--- config.mk ---
export PLATFORM = sky130hd
export DESIGN_NAME = step_phase_xlat
export DESIGN_NICKNAME = d
export VERILOG_FILES = /design/src/rtl/step_xlat_pkg.sv /design/src/rtl/sx_sync.sv /design/src/rtl/sx_seq.sv /design/src/rtl/sx_decode.sv /design/src/rtl/step_phase_xlat.sv
export SDC_FILE = /design/constraint.sdc
export NUM_CORES = 1
export LEC_CHECK = 0
export ABC_CLOCK_PERIOD_IN_PS = 2800
export BUFFER_PORTS_ARGS = -buffer_cell sky130_fd_sc_hd__buf_2
export CORE_AREA = 2 2 39 41
export DETAILED_ROUTE_END_ITERATION = 10
export DIE_AREA = 0 0 41 43
export GPL_ROUTABILITY_DRIVEN = 0
export GPL_TIMING_DRIVEN = 0
export PLACE_DENSITY = 0.76
export SLEW_MARGIN = 5
export SYNTH_ARGS = -nofsm -noshare
export SYNTH_HDL_FRONTEND = slang
export SYNTH_HIERARCHICAL = 1
export SYNTH_SLANG_ARGS = --single-unit
--- constraint.sdc ---
create_clock -name clk -period 2.8 [get_ports clk]
set_input_delay 0.42 -clock clk [delete_from_list [all_inputs] [get_ports clk]]
set_output_delay 0.42 -clock clk [all_outputs]
set_load 0.02 [all_outputs]
--- src/rtl/step_xlat_pkg.sv ---
package step_xlat_pkg;
  localparam int IDX_W  = 3;
  localparam int LEGS   = 4;
  // positions of the synchronised control bits
  localparam int S_STEP = 0;
  localparam int S_DIR  = 1;
  localparam int S_FULL = 2;
  localparam int S_CLRN = 3;
  localparam int S_EN   = 4;
  localparam int S_FLT  = 5;
  localparam int NCTL   = 6;

  typedef logic [IDX_W-1:0] idx_t;

  typedef struct packed {
    logic [LEGS-1:0] oe;
    logic [LEGS-1:0] lvl;
  } legs_t;
endpackage

--- src/rtl/sx_sync.sv ---
module sx_sync #(
  parameter int W = 6,
  parameter int STAGES = 2,
  parameter logic [W-1:0] RST_VAL = '0
) (
  input  logic         clk,
  input  logic         rst_n,
  input  logic [W-1:0] d,
  output logic [W-1:0] q
);
  logic [W-1:0] pipe [STAGES];

  genvar s;
  generate
    for (s = 0; s < STAGES; s++) begin : g_stage
      always_ff @(posedge clk or negedge rst_n) begin
        if (!rst_n) pipe[s] <= RST_VAL;
        else if (s == 0) pipe[s] <= d;
        else pipe[s] <= pipe[(s == 0) ? 0 : s-1];
      end
    end
  endgenerate

  assign q = pipe[STAGES-1];
endmodule

--- src/rtl/sx_seq.sv ---
module sx_seq
  import step_xlat_pkg::*;
(
  input  logic clk,
  input  logic rst_n,
  input  logic step_s,
  input  logic dir_s,
  input  logic full_s,
  input  logic clr_n_s,
  input  logic run_s,
  output idx_t idx_q
);
  localparam idx_t INC_HALF = idx_t'(1);
  localparam idx_t INC_FULL = idx_t'(2);

  logic step_prev;
  logic fall, adv;
  idx_t inc;

  always_ff @(posedge clk or negedge rst_n) begin
    if (!rst_n) step_prev <= 1'b1;
    else step_prev <= step_s;
  end

  assign fall = step_prev & ~step_s;
  assign adv  = fall & run_s & clr_n_s;
  assign inc  = full_s ? INC_FULL : INC_HALF;

  always_ff @(posedge clk or negedge rst_n) begin
    if (!rst_n) idx_q <= '0;
    else if (!clr_n_s) idx_q <= '0;
    else if (adv) idx_q <= dir_s ? idx_q + inc : idx_q - inc;
  end

  AST_CLEAR_ZERO: assert property (@(posedge clk) disable iff (!rst_n)
    !clr_n_s |=> idx_q == '0);
  AST_HOLD_NO_EDGE: assert property (@(posedge clk) disable iff (!rst_n)
    (clr_n_s && !(fall && run_s)) |=> $stable(idx_q));
  AST_FULL_PARITY: assert property (@(posedge clk) disable iff (!rst_n)
    (adv && full_s) |=> idx_q[0] == $past(idx_q[0]));
  AST_HALF_PARITY: assert property (@(posedge clk) disable iff (!rst_n)
    (adv && !full_s) |=> idx_q[0] != $past(idx_q[0]));
endmodule

--- src/rtl/sx_decode.sv ---
module sx_decode
  import step_xlat_pkg::*;
(
  input  idx_t  idx,
  input  logic  drive,
  output legs_t legs
);
  legs_t raw;

  always_comb begin
    unique case (idx)
      3'd0: raw = '{oe: 4'b1111, lvl: 4'b0101};
      3'd1: raw = '{oe: 4'b0011, lvl: 4'b0001};
      3'd2: raw = '{oe: 4'b1111, lvl: 4'b1001};
      3'd3: raw = '{oe: 4'b1100, lvl: 4'b1000};
      3'd4: raw = '{oe: 4'b1111, lvl: 4'b1010};
      3'd5: raw = '{oe: 4'b0011, lvl: 4'b0010};
      3'd6: raw = '{oe: 4'b1111, lvl: 4'b0110};
      default: raw = '{oe: 4'b1100, lvl: 4'b0100};
    endcase
    legs = drive ? raw : '{oe: '0, lvl: '0};
  end

  always_comb begin
    AST_COIL_PAIRED: assert (legs.oe[3] == legs.oe[2] && legs.oe[1] == legs.oe[0]);
    AST_LEGS_OPPOSE: assert (!legs.oe[3] || (legs.lvl[3] != legs.lvl[2]));
    AST_ONE_COIL_ON: assert (!drive || legs.oe != 4'b0000);
  end
endmodule

--- src/rtl/step_phase_xlat.sv ---
module step_phase_xlat
  import step_xlat_pkg::*;
#(
  parameter int SYNC_STAGES = 2
) (
  input  logic       clk,
  input  logic       rst_n,
  input  logic       step_i,
  input  logic       dir_i,
  input  logic       full_i,
  input  logic       phase_clr_n_i,
  input  logic       drive_en_i,
  input  logic       therm_fault_i,
  output logic [3:0] legs_oe_o,
  output logic [3:0] legs_lvl_o,
  output logic       therm_alarm_n_o
);
  localparam logic [NCTL-1:0] CTL_RST = NCTL'(1) << S_STEP;

  logic [NCTL-1:0] ctl_raw, ctl_s;
  logic  run_s;
  idx_t  idx;
  legs_t legs;

  always_comb begin
    ctl_raw         = '0;
    ctl_raw[S_STEP] = step_i;
    ctl_raw[S_DIR]  = dir_i;
    ctl_raw[S_FULL] = full_i;
    ctl_raw[S_CLRN] = phase_clr_n_i;
    ctl_raw[S_EN]   = drive_en_i;
    ctl_raw[S_FLT]  = therm_fault_i;
  end

  sx_sync #(.W(NCTL), .STAGES(SYNC_STAGES), .RST_VAL(CTL_RST)) u_sync (
    .clk(clk), .rst_n(rst_n), .d(ctl_raw), .q(ctl_s)
  );

  assign run_s = ctl_s[S_EN] & ~ctl_s[S_FLT];

  sx_seq u_seq (
    .clk(clk), .rst_n(rst_n),
    .step_s(ctl_s[S_STEP]), .dir_s(ctl_s[S_DIR]), .full_s(ctl_s[S_FULL]),
    .clr_n_s(ctl_s[S_CLRN]), .run_s(run_s), .idx_q(idx)
  );

  sx_decode u_dec (.idx(idx), .drive(run_s), .legs(legs));

  assign legs_oe_o       = legs.oe;
  assign legs_lvl_o      = legs.lvl;
  assign therm_alarm_n_o = ~ctl_s[S_FLT];

  AST_FAULT_RELEASE: assert property (@(posedge clk) disable iff (!rst_n)
    !therm_alarm_n_o |-> legs_oe_o == 4'b0000);
  AST_DISABLE_RELEASE: assert property (@(posedge clk) disable iff (!rst_n)
    !ctl_s[S_EN] |-> legs_oe_o == 4'b0000);
endmodule

**After elaboration in Yosys (flattened, before gate mapping)**

Index checks and enable logic that the tools add are counted.
Widths: inputs -> output; s select.

- Logic and storage cells: 26
- Output and inout port bits: 9
- Bits in registers: 16
- Input bits: 8

- Add/sub/neg operators: 2
- Bitwise logic cells: 6
- Muxes and demuxes: 6
- Eq/ne operators: 7
- Reductions and logical operators: 1

Operators with widths:

| cell | count |
|---|---|
| $pmux 8 s7 | 1 |
| $eq 3x3->1 const B | 3 |
| $mux 3 | 3 |
| $mux 8 | 1 |
| $eq 3x2->1 const B | 2 |
| $and 1x1->1 | 4 |
| $add 3x3->3 | 1 |
| $eq 3x1->1 const B | 1 |
| $logic_not 3->1 | 1 |
| $sub 3x3->3 | 1 |
| $mux 2 | 1 |
| $ne 2x1->1 const B | 1 |
| $not 1->1 | 2 |

**Longest topological paths before layout**

Gate-level depths: netlist (run 1).

- Word-level depth: 6
- Depth in mapped cells: 7
- Gate-level depth less buffers: 6

**Hierarchy**

Netlist (run 1), hierarchy kept.

By module, submodules not included:

| module | area an instance (µm²) | cells an instance | sequential area each (µm²) | instances |
|---|---|---|---|---|
| sx_sync | 347.8 | 18 | 302.8 | 1 |
| sx_seq | 221.5 | 17 | 101.3 | 1 |
| sx_decode | 82.6 | 13 | 0.0 | 1 |
| step_phase_xlat | 10.0 | 2 | 0.0 | 1 |

**Least setup slack after synthesis (run 1)**

No wires, ideal clock.

- Path type: reg-to-output
- From: register u_sync.pipe, in the netlist u_sync/q[5]
- To: output legs_lvl_o[0]
- Required time: 2380 ps
- Data arrival time: 1702 ps
- Cell stages (with the launch flop): 5
- Buffers on the path: 1
- Slack: 678 ps
- Path through: dfrtp_1 buf_4 nor2b_1 a21boi_1 nor2b_1

- Longest elaborated chain between the ends: 3

RTL lines:

| element | RTL line | source |
|---|---|---|
| start: declaration | sx_sync.sv:11 | `logic [W-1:0] pipe [STAGES];` |
| start signal: indexed assignment | sx_sync.sv:19 | `else pipe[s] <= pipe[(s == 0) ? 0 : s-1];` |
| $not 1->1 | step_phase_xlat.sv:39 | `assign run_s = ctl_s[S_EN] & ~ctl_s[S_FLT];` |
| $and 1x1->1 | step_phase_xlat.sv:39 |  |
| via run_s | step_phase_xlat.sv:21 | `logic run_s;` |
| $mux 8 | sx_decode.sv:21 | `legs = drive ? raw : '{oe: '0, lvl: '0};` |
| end: declaration | step_phase_xlat.sv:15 | `output logic [3:0] legs_lvl_o,` |

The timed path passes the listed nets, and every way through them passes these cells.

**Worst setup path after layout (run 1)**

Ends and elaborated chain as after synthesis.

==> results of run 1 <==
-- kinds of logic (layout without fill, tap and decap cells) --
logic type	count (synthesis)	count (layout)	share of synthesized area
AOI/OAI and AO/OA	6	6	0.0643
buffers and inverters	11	31	0.108
xor gates and xnor gates	1	1	0.0132
DFF	16	16	0.611
adders and majority gates	2	2	0.0491
muxes	2	2	0.0302
and+or+nand+nor	12	12	0.125
-- state kept, by name, indices dropped and copies added (netlist names) --
name,count
u_sync/pipe,6
u_sync/q,6
u_seq/idx_q,3
u_seq/step_prev,1
-- layout make-up --
type | instances | area share
buffer | 8 | 0.0762
clock buffer | 4 | 0.0333
inverter | 3 | 0.0143
multi-input combinational | 23 | 0.237
sequential | 16 | 0.513
tap | 16 | 0.0254
timing repair buffer | 16 | 0.102
-- final timing paths --
kind,start,endpoint,slack (ns),cells after the start
worst min register to register,u_sync/pipe[11],u_sync/q[5],0.35,0
worst max-delay path,u_sync/q[5],legs_lvl_o[0],0.62,5
worst max register to register,u_sync/q[2],u_seq/idx_q[2],1.06,7
min in group clk,step_i,u_sync/pipe[6],0.24,1
max in group asynchronous,rst_n,u_seq/step_prev,2.48,1
worst min-delay path,rst_n,u_sync/pipe[7],0.03,1
-- power by group through the flow --
stage / Sequential, uW / Clock [uW] / Combinational (uW)
2_1_floorplan: 251 / 0 / 29.4
3_3_place_gp: 252 / 0 / 44.6
3_5_place_dp: 252 / 0 / 45.8
4_1_cts: 248 / 125 / 46.0
5_1_grt: 249 / 136 / 51.0
6_report: 248 / 117 / 44.7
-- synthesized netlist by cell type --
library cell / number
xor2_1: 1
nand3b_1: 1
o21ai_0: 1
buf_4: 8
a21boi_0: 1
dfstp_2: 3
ha_1: 1
mux2i_1: 2
dfrtp_1: 13
nand3b_4: 1
o31ai_1: 1
nor2b_1: 4
or3_1: 2
a21boi_1: 3
and2_1: 1
nand2_1: 3
inv_1: 3
fa_1: 1
-- critical path, stage by stage, from the launching register on --
cell	delay, ns
dfrtp_1	0.36
buf_4	0.13
nor2b_1	0.36
a21boi_1	0.31
nor2b_1	0.15
buf_2	0.17
-- through the flow --
step	util	cells
final	0.570	86
after global routing	0.570	86
after CTS	0.570	86
after detailed placement	0.551	82
after global placement	0.551	82
after floorplan	-	50
-- metal layers --
layer	wire, um	vias to the layer above	part of all wire	global-route usage
li1	-	196	-	-
met2	408	15	0.50	0.188
met5	0	-	0	0
met3	59	2	0.073	0.0314
met4	12	0	0.015	0.120
met1	327	166	0.40	0.142
==> run metrics, run 1 <==
outcome=completed; number of core rows=14; area of the multi-input gates=between 150 and 200 um2; number of top-level pins=17; vias per std cell=4.41; CP required=between 2 and 2.5 ns; Final Max Tran Viols=0; Synth Net Count=60; area growth from synthesis to layout=19.1%; register bit total from synthesis=16; Switching Share=0.218; sequential cell area=between 400 and 500 um2; Filler cells=~110; Die Area=roughly 1800 um2; largest net degree at the start of global routing=17; Hold Crit Class=input pin to asynchronous set/reset pin; Sum Neg Setup Slack=0 ns; initial antenna violation count=0; drt initial violations=0; Remaining DRCs=0; Slew HR=0.703; Least-Margin Pin Slew=0.445 ns; Setup crit end kind=primary output; crit path kind=register to primary output; GRT Total Usage=0.128; CP Max Fanout=6; Pint=320 uW; H-tree levels=1; arrival time at the worst endpoint=1.76 ns; CTS tree=built; Fin. Hold Viols=0; commonest non-fill, non-tap cells in the layout=buf_2, dfrtp_1, buf_4, nor2b_1; crit start category=register; RSZ-0062 raised after global routing=false; WL final=about 810 um; hold_buf cts=0; Setup Skew=around 0.00096 ns; Final min period=about 2.2 ns; Place WS=between 0.8 and 0.9 ns; GRT overflow=0; Longest Clk Path Bufs=2; Power Total=409 uW; post-route design area=around 790 um2; Synth Cell Area=between 600 and 700 um2; Max Cap Viol=0; leading area contributor after synthesis=dfrtp_1; hpwl dp=640 um; vias after detailed routing=379; core area=1380 um2; worst hold slack=~0.029 ns; final period utilization=0.778; die width=approximately 40 um; Distinct cells, synth=18; Initial Util=0.478; Flop pwr share=0.605; leading post-synthesis cells by cell area=dfrtp_1, dfstp_2, buf_4; total CTS buffers=3; Nets=81; Max Fclk=~0.46 GHz; Avg WL per Cell=between 9 and 10 um; Final Worst Setup Slack=~0.62 ns; register area share after synthesis=0.611; Syn Area/Cell=about 13 um2; NetSw=about 89 uW; vias in the first global route=between 300 and 400; Power Density=519 nW/um2; antenna viol nets, final=0; first-pass GRT wire length=1380 um; VDD IR max=0.376 mV; Comb power frac=0.109; clock latency on the worst-skew pair=roughly 0.27 ns; Clk pwr share=0.286; drt first pass iters=1; clk root buf=clkbuf_4; postcts setup bufs=0; top-area cell type share of the netlist area=0.491; Cell Area, Placed=approximately 760 um2; Synthesis Warnings=6; share of post-route cells with drive strength above 1=0.443; # port buffers=16; Pleak=0.000422 uW; commonest non-fill, non-tap cell in the layout=buf_2; final setup fails=0; Diodes inserted=0; # clock sinks=16; Reg clk slew, reported paths=around 0.08 ns; post-CTS sizing=0; synthesized instance count=50; die height=about 43 um
(Power assumes the default switching activity.)
==> inputs of run 2 (changes only) <==
--- a/config.mk
+++ b/config.mk
@@ -5,14 +5,14 @@
 export SDC_FILE = /design/constraint.sdc
 export NUM_CORES = 1
 export LEC_CHECK = 0
-export ABC_CLOCK_PERIOD_IN_PS = 2800
+export ABC_CLOCK_PERIOD_IN_PS = 2100
 export BUFFER_PORTS_ARGS = -buffer_cell sky130_fd_sc_hd__buf_2
-export CORE_AREA = 2 2 39 41
+export CORE_MARGIN = 1.5
+export CORE_UTILIZATION = 49
 export DETAILED_ROUTE_END_ITERATION = 10
-export DIE_AREA = 0 0 41 43
 export GPL_ROUTABILITY_DRIVEN = 0
 export GPL_TIMING_DRIVEN = 0
-export PLACE_DENSITY = 0.76
+export PLACE_DENSITY = 0.75
 export SLEW_MARGIN = 5
 export SYNTH_ARGS = -nofsm -noshare
 export SYNTH_HDL_FRONTEND = slang
==> constraint.sdc (replaced) <==
create_clock -name clk -period 2.1 [get_ports clk]
set_input_delay 0.315 -clock clk [delete_from_list [all_inputs] [get_ports clk]]
set_output_delay 0.315 -clock clk [all_outputs]
set_load 0.02 [all_outputs]
==> run 2 against run 1 <==
- global-route usage is 0.19 points higher
- routed wire length is 9.0% lower
- non-clock buffer count is 1 higher
- largest cell class unchanged
==> run metrics, run 2 (same netlist as run 1, synthesis figures left out) <==
met2 Track Usage GR=0.230 (+0.0420); drt initial violations=1 (+1); vias after detailed routing=403 (+6.3%); Power Total=542 uW (+33%); Least-Margin Pin Slew=0.322 ns (-0.123 ns); Reg clk slew, reported paths=0.08 ns (about the same); CP max stage delay=0.36 ns (about the same); vias in the first global route=336 (+0.60%); Avg WL per Cell=8.55 um (-9.0%); core area=1280 um2 (-7.1%); Hold Crit Class=input pin to register; CP Max Fanout=6 (unchanged); Initial Util=0.515 (+0.0368); # port buffers=16 (unchanged); CP max-delay cell=dfrtp_1; postcts setup bufs=0 (unchanged); Setup crit end kind=primary output; Longest Clk Path Bufs=2 (unchanged); number of top-level pins=17 (unchanged); Remaining DRCs=0 (unchanged); GRT Total Usage=0.130 (+0.00189); # clock sinks=16 (unchanged); final period utilization=0.916; Setup Skew=0.000859 ns (-0.0000999 ns); Sum Neg Setup Slack=0 ns (unchanged); Final Max Tran Viols=0 (unchanged); final setup fails=0 (unchanged); first-pass GRT wire length=1240 um (-10%); CTS tree=built; Non-Filler Instances=86 (unchanged); drt first pass iters=2 (+1); crit start category=register; clk root buf=clkbuf_4; Slew HR=0.785 (+0.0824); WL final=735 um (-9.0%); Max Fclk=about 0.52 GHz; area growth from synthesis to layout=20.8%; Fin. Hold Viols=0 (unchanged); commonest non-fill, non-tap cell in the layout=buf_2; CP cell instances=buf_4 > nor2b_2 > a21boi_1 > nor2b_1 > buf_2; busiest grt layer=met2; Pleak=0.000427 uW (+1.2%); GRT overflow=0 (unchanged); Max Cap Viol=0 (unchanged); Nets=82 (+1.2%); Filler cells=107 (-4.5%); Diodes inserted=0 (unchanged); crit path kind=register to primary output; die width=39.8 um (-3.0%); number of core rows=13 (-1); Final min period=1.92 ns; Power Density=678 nW/um2 (+31%); RSZ-0062 raised after global routing=false; placed cell count=81 (-1.2%); arrival time at the worst endpoint=1.61 ns (-0.15 ns); antenna viol nets, final=0 (unchanged); H-tree levels=1 (unchanged); outcome=completed; Die Area=1580 um2 (-10%); commonest non-fill, non-tap cells in the layout=buf_2, dfrtp_1, buf_4; met1 usage in global routing=0.112 (-0.0295); largest net degree at the start of global routing=17 (unchanged); met3 GRT Util=0.0511 (+0.0197); die height=39.8 um (-7.5%); clock latency on the worst-skew pair=0.27 ns (about the same); CP required=1.78 ns (-0.60 ns); share of post-route cells with drive strength above 1=0.451 (+0.00785); hpwl dp=608 um (-5.0%); VDD IR max=0.474 mV (+26%); initial antenna violation count=0 (unchanged); total CTS buffers=3 (unchanged); vias per std cell=4.69 (+6.3%)
[run 2: cell count changes in the layout (fill, tap and decap cells not counted), sizes merged]
cell,change
dlygate4sd3,+1
[run 2: area by class of cell]
cell class              count  area, um2  area share
flip-flops and latches     16        404       0.505
repair buffers             17       90.1       0.113
clock buffers               4       26.3      0.0329
plain buffers               8       60.1      0.0751
multi-input cells          23        189       0.236
inverters                   3       11.3      0.0141
well taps                  15       18.8      0.0235
[run 2: report_power, final]
part | switching (uW) | internal [uW] | total (uW) | leakage, uW
Combinational | 30.7 | 30.3 | 61.0 | 0.000223
Sequential | 6.11 | 324 | 330 | 0.000190
Clock | 77.6 | 73.4 | 151 | 0.0000150
[run 2: worst paths after layout]
path,endpoint,cells past startpoint,startpoint,slack [ns]
worst min-delay path,u_sync/pipe[6],1,step_i,0.14
min in group asynchronous,u_sync/pipe[11],2,rst_n,0.47
worst max-delay path,legs_lvl_o[0],5,u_sync/q[5],0.18
worst min register to register,u_sync/q[2],0,u_sync/pipe[8],0.35
max in group asynchronous,u_sync/pipe[6],2,rst_n,1.35
worst max register to register,u_seq/idx_q[2],7,u_sync/q[2],0.38
[run 2: repair_timing]
action,4_1_cts,5_1_grt
hold buffers,1,0
gates resized for setup,0,1
setup endpoints to repair,0,4
endpoints found under the hold margin,13,0
[run 2: routing by layer]
metal | vias up | wire [um]
met1 | 189 | 296
li1 | 199 | -
met4 | 0 | 8
met2 | 13 | 388
met5 | - | 0
met3 | 2 | 41
[run 2: critical path: cells and delay by family (launching register included)]
family                 cells  cell delay [ns]
buffers and inverters      2             0.29
AO/OA/AOI/OAI              1             0.28
AND/OR/NAND/NOR            2             0.40
flip-flops                 1             0.36
[run 2: per-stage QoR]
step	hold WS [ns]	util	setup slack (ns)	area, um2
6_report	0.138	0.622	0.177	800
5_1_grt	0.119	0.622	0.0390	800
4_1_cts	0.124	0.620	0.0147	797
3_5_place_dp	0.232	0.592	0.316	761
3_3_place_gp	0.229	0.592	0.358	761
2_1_floorplan	0.0194	-	0.0828	662
==> inputs of run 3 (changes only) <==
--- a/config.mk
+++ b/config.mk
@@ -9,6 +9,7 @@
 export BUFFER_PORTS_ARGS = -buffer_cell sky130_fd_sc_hd__buf_2
 export CORE_MARGIN = 1.5
 export CORE_UTILIZATION = 49
+export CTS_BUF_LIST = sky130_fd_sc_hd__clkbuf_16
 export DETAILED_ROUTE_END_ITERATION = 10
 export GPL_ROUTABILITY_DRIVEN = 0
 export GPL_TIMING_DRIVEN = 0
==> run 3 against run 2 <==
- utilization grew 4.1 points
- register-to-register slack barely moved
- global-route usage grew 3.6 points
- clock skew increased by 0.0029 ns
- sequential power about the same
- combinational power up 1%
- largest cell class unchanged
- highest routed layer unchanged
- flip-flop and latch count unchanged
- via count increased by 2.7%
- cell count is the same
==> run metrics, run 3 (same netlist as run 1, synthesis figures left out) <==
outcome=completed; vias after detailed routing=414 (+2.7%); hold worst-path end=u_sync/pipe[6]; initial antenna violation count=0 (unchanged); Avg WL per Cell=10.2 um (+19%); Setup Skew=0.00378 ns (+0.00292 ns); Max Cap Viol=0 (unchanged); antenna viol nets, final=0 (unchanged); M1 WL=275 um (-7.1%); crit path kind=register to primary output; drt first pass iters=1 (-1); drt initial violations=0 (-1); arrival time at the worst endpoint=1.57 ns (-0.04 ns); Max Fclk=0.531 GHz (+2.1%); Final min period=1.88 ns (-0.0395 ns); Least-Margin Pin Slew=0.320 ns (-0.00240 ns); Top Layer Used=met4; CP required=1.78 ns (about the same); flop-to-flop setup slack=0.39 ns (about the same); Hold Crit Class=input pin to register; Cell Area, Placed=761 um2 (unchanged); crit start category=register; final period utilization=0.897 (-0.0188); number of top-level pins=17 (unchanged); Setup crit end kind=primary output; hpwl dp=608 um (unchanged); Diodes inserted=0 (unchanged); RR Endpoint=u_seq/idx_q[2]; Clk pwr share=0.470 (+0.191); Nets=82 (unchanged); CTS tree=built; vias per std cell=4.81 (+2.7%); area growth from synthesis to layout=28.7%; CP Max Fanout=6 (unchanged); die height=39.8 um (unchanged); Reg clk slew, reported paths=0.05 ns (-0.03 ns); RSZ-0062 raised after global routing=false; post-route design area=852 um2 (+6.6%); final setup fails=0 (unchanged); die width=39.8 um (unchanged); first-pass GRT wire length=1540 um (+24%); R2R depth=5 (-2); Longest Clk Path Bufs=2 (unchanged); Final Max Tran Viols=0 (unchanged); Die Area=1580 um2 (unchanged); Remaining DRCs=0 (unchanged); clock latency on the worst-skew pair=0.24 ns (-0.03 ns); Initial Util=0.515 (unchanged); Sum Neg Setup Slack=0 ns (unchanged); Pleak=0.000455 uW (+6.4%); total CTS buffers=3 (unchanged); VDD IR max=0.609 mV (+29%); NetSw=137 uW (+20%); core area=1280 um2 (unchanged); Power Density=873 nW/um2 (+29%); Slew HR=0.787 (+0.00160); Flop pwr share=0.447 (-0.162); H-tree levels=1 (unchanged); vias in the first global route=384 (+14%); WL final=876 um (+19%); Pint=607 uW (+42%); Switching Share=0.184 (-0.0265); met2 routed WL=529 um (+36%); commonest non-fill, non-tap cells in the layout=buf_2, dfrtp_1, buf_4, inv_1; commonest non-fill, non-tap cell in the layout=buf_2; r2r startpoint=u_seq/idx_q[0]; # clock sinks=16 (unchanged); worst hold path startpoint=step_i; # port buffers=16 (unchanged); GRT overflow=0 (unchanged); Met3 Wirelength=51 um (+24%); GRT Total Usage=0.166 (+0.0360); share of post-route cells with drive strength above 1=0.451 (unchanged); largest net degree at the start of global routing=17 (unchanged); WHS Path Cells=1 (unchanged); Comb power frac=0.083 (-0.029); number of core rows=13 (unchanged); clk root buf=clkbuf_16; Fin. Hold Viols=0 (unchanged)
==> run 3: changes by cell type in the layout (fill, tap and decap cells not counted), sizes merged <==
cell / before / now
inv: 3 / 4
clkbuf: 4 / 3
==> run 3: worst max-delay path: stages (launching register included) <==
cell and delay, ns:
dfrtp_1 0.35, buf_4 0.13, nor2b_2 0.25, a21boi_1 0.29, nor2b_1 0.15, buf_2 0.16
==> run 3: per-stage QoR <==
step / hold slack [ns] / utilization / setup slack (ns) / cells / total power [uW]
after floorplan: 0.0194 / - / 0.0828 / 50 / 374
after global placement: 0.229 / 0.592 / 0.358 / 81 / 395
after detailed placement: 0.232 / 0.592 / 0.316 / 81 / 397
after CTS: 0.168 / 0.661 / 0.0562 / 86 / 754
after global routing: 0.167 / 0.663 / 0.0875 / 86 / 779
final: 0.172 / 0.663 / 0.216 / 86 / 744
==> run 3: repair_timing <==
item	4_1_cts	5_1_grt
setup endpoints to repair	0	4
buffers inserted	0	0
endpoints found under the hold margin	13	0
hold buffers	1	0
gates resized for setup	0	1
==> run 3: per-layer routing <==
layer	GRT usage	up-vias
li1	-	197
met1	0.134	198
met2	0.316	15
met4	0.129	0
met5	0	-
met3	0.0511	4
==> run 3: cell type report <==
type	count	area (um2)
plain buffers	8	60.1
clock buffers	3	75.1
well taps	15	18.8
clock inverters	1	3.75
multi-input cells	23	189
repair buffers	17	90.1
flip-flops and latches	16	404
fillers	104	433
inverters	3	11.3
==> run 3: power by group through the flow <==
| stage | Combinational (uW) | Clock, uW | Sequential (uW) |
|---|---|---|---|
| final | 61.6 | 350 | 332 |
| after global routing | 69.2 | 376 | 334 |
| after CTS | 62.6 | 359 | 333 |
| after detailed placement | 60.6 | 0 | 336 |
| after global placement | 59.0 | 0 | 336 |
| after floorplan | 39.2 | 0 | 335 |
==> run 3: worst max path at each step <==
stage	from	depth (start not counted)	to	slack, ns
after floorplan	u_sync/q[5]	4	legs_lvl_o[0]	0.08
after global placement	u_sync/q[5]	5	legs_lvl_o[0]	0.36
after detailed placement	u_sync/q[5]	5	legs_lvl_o[0]	0.32
after CTS	u_sync/q[5]	5	legs_lvl_o[0]	0.06
after global routing	u_sync/q[5]	5	legs_lvl_o[0]	0.09
final	u_sync/q[5]	5	legs_lvl_o[0]	0.22
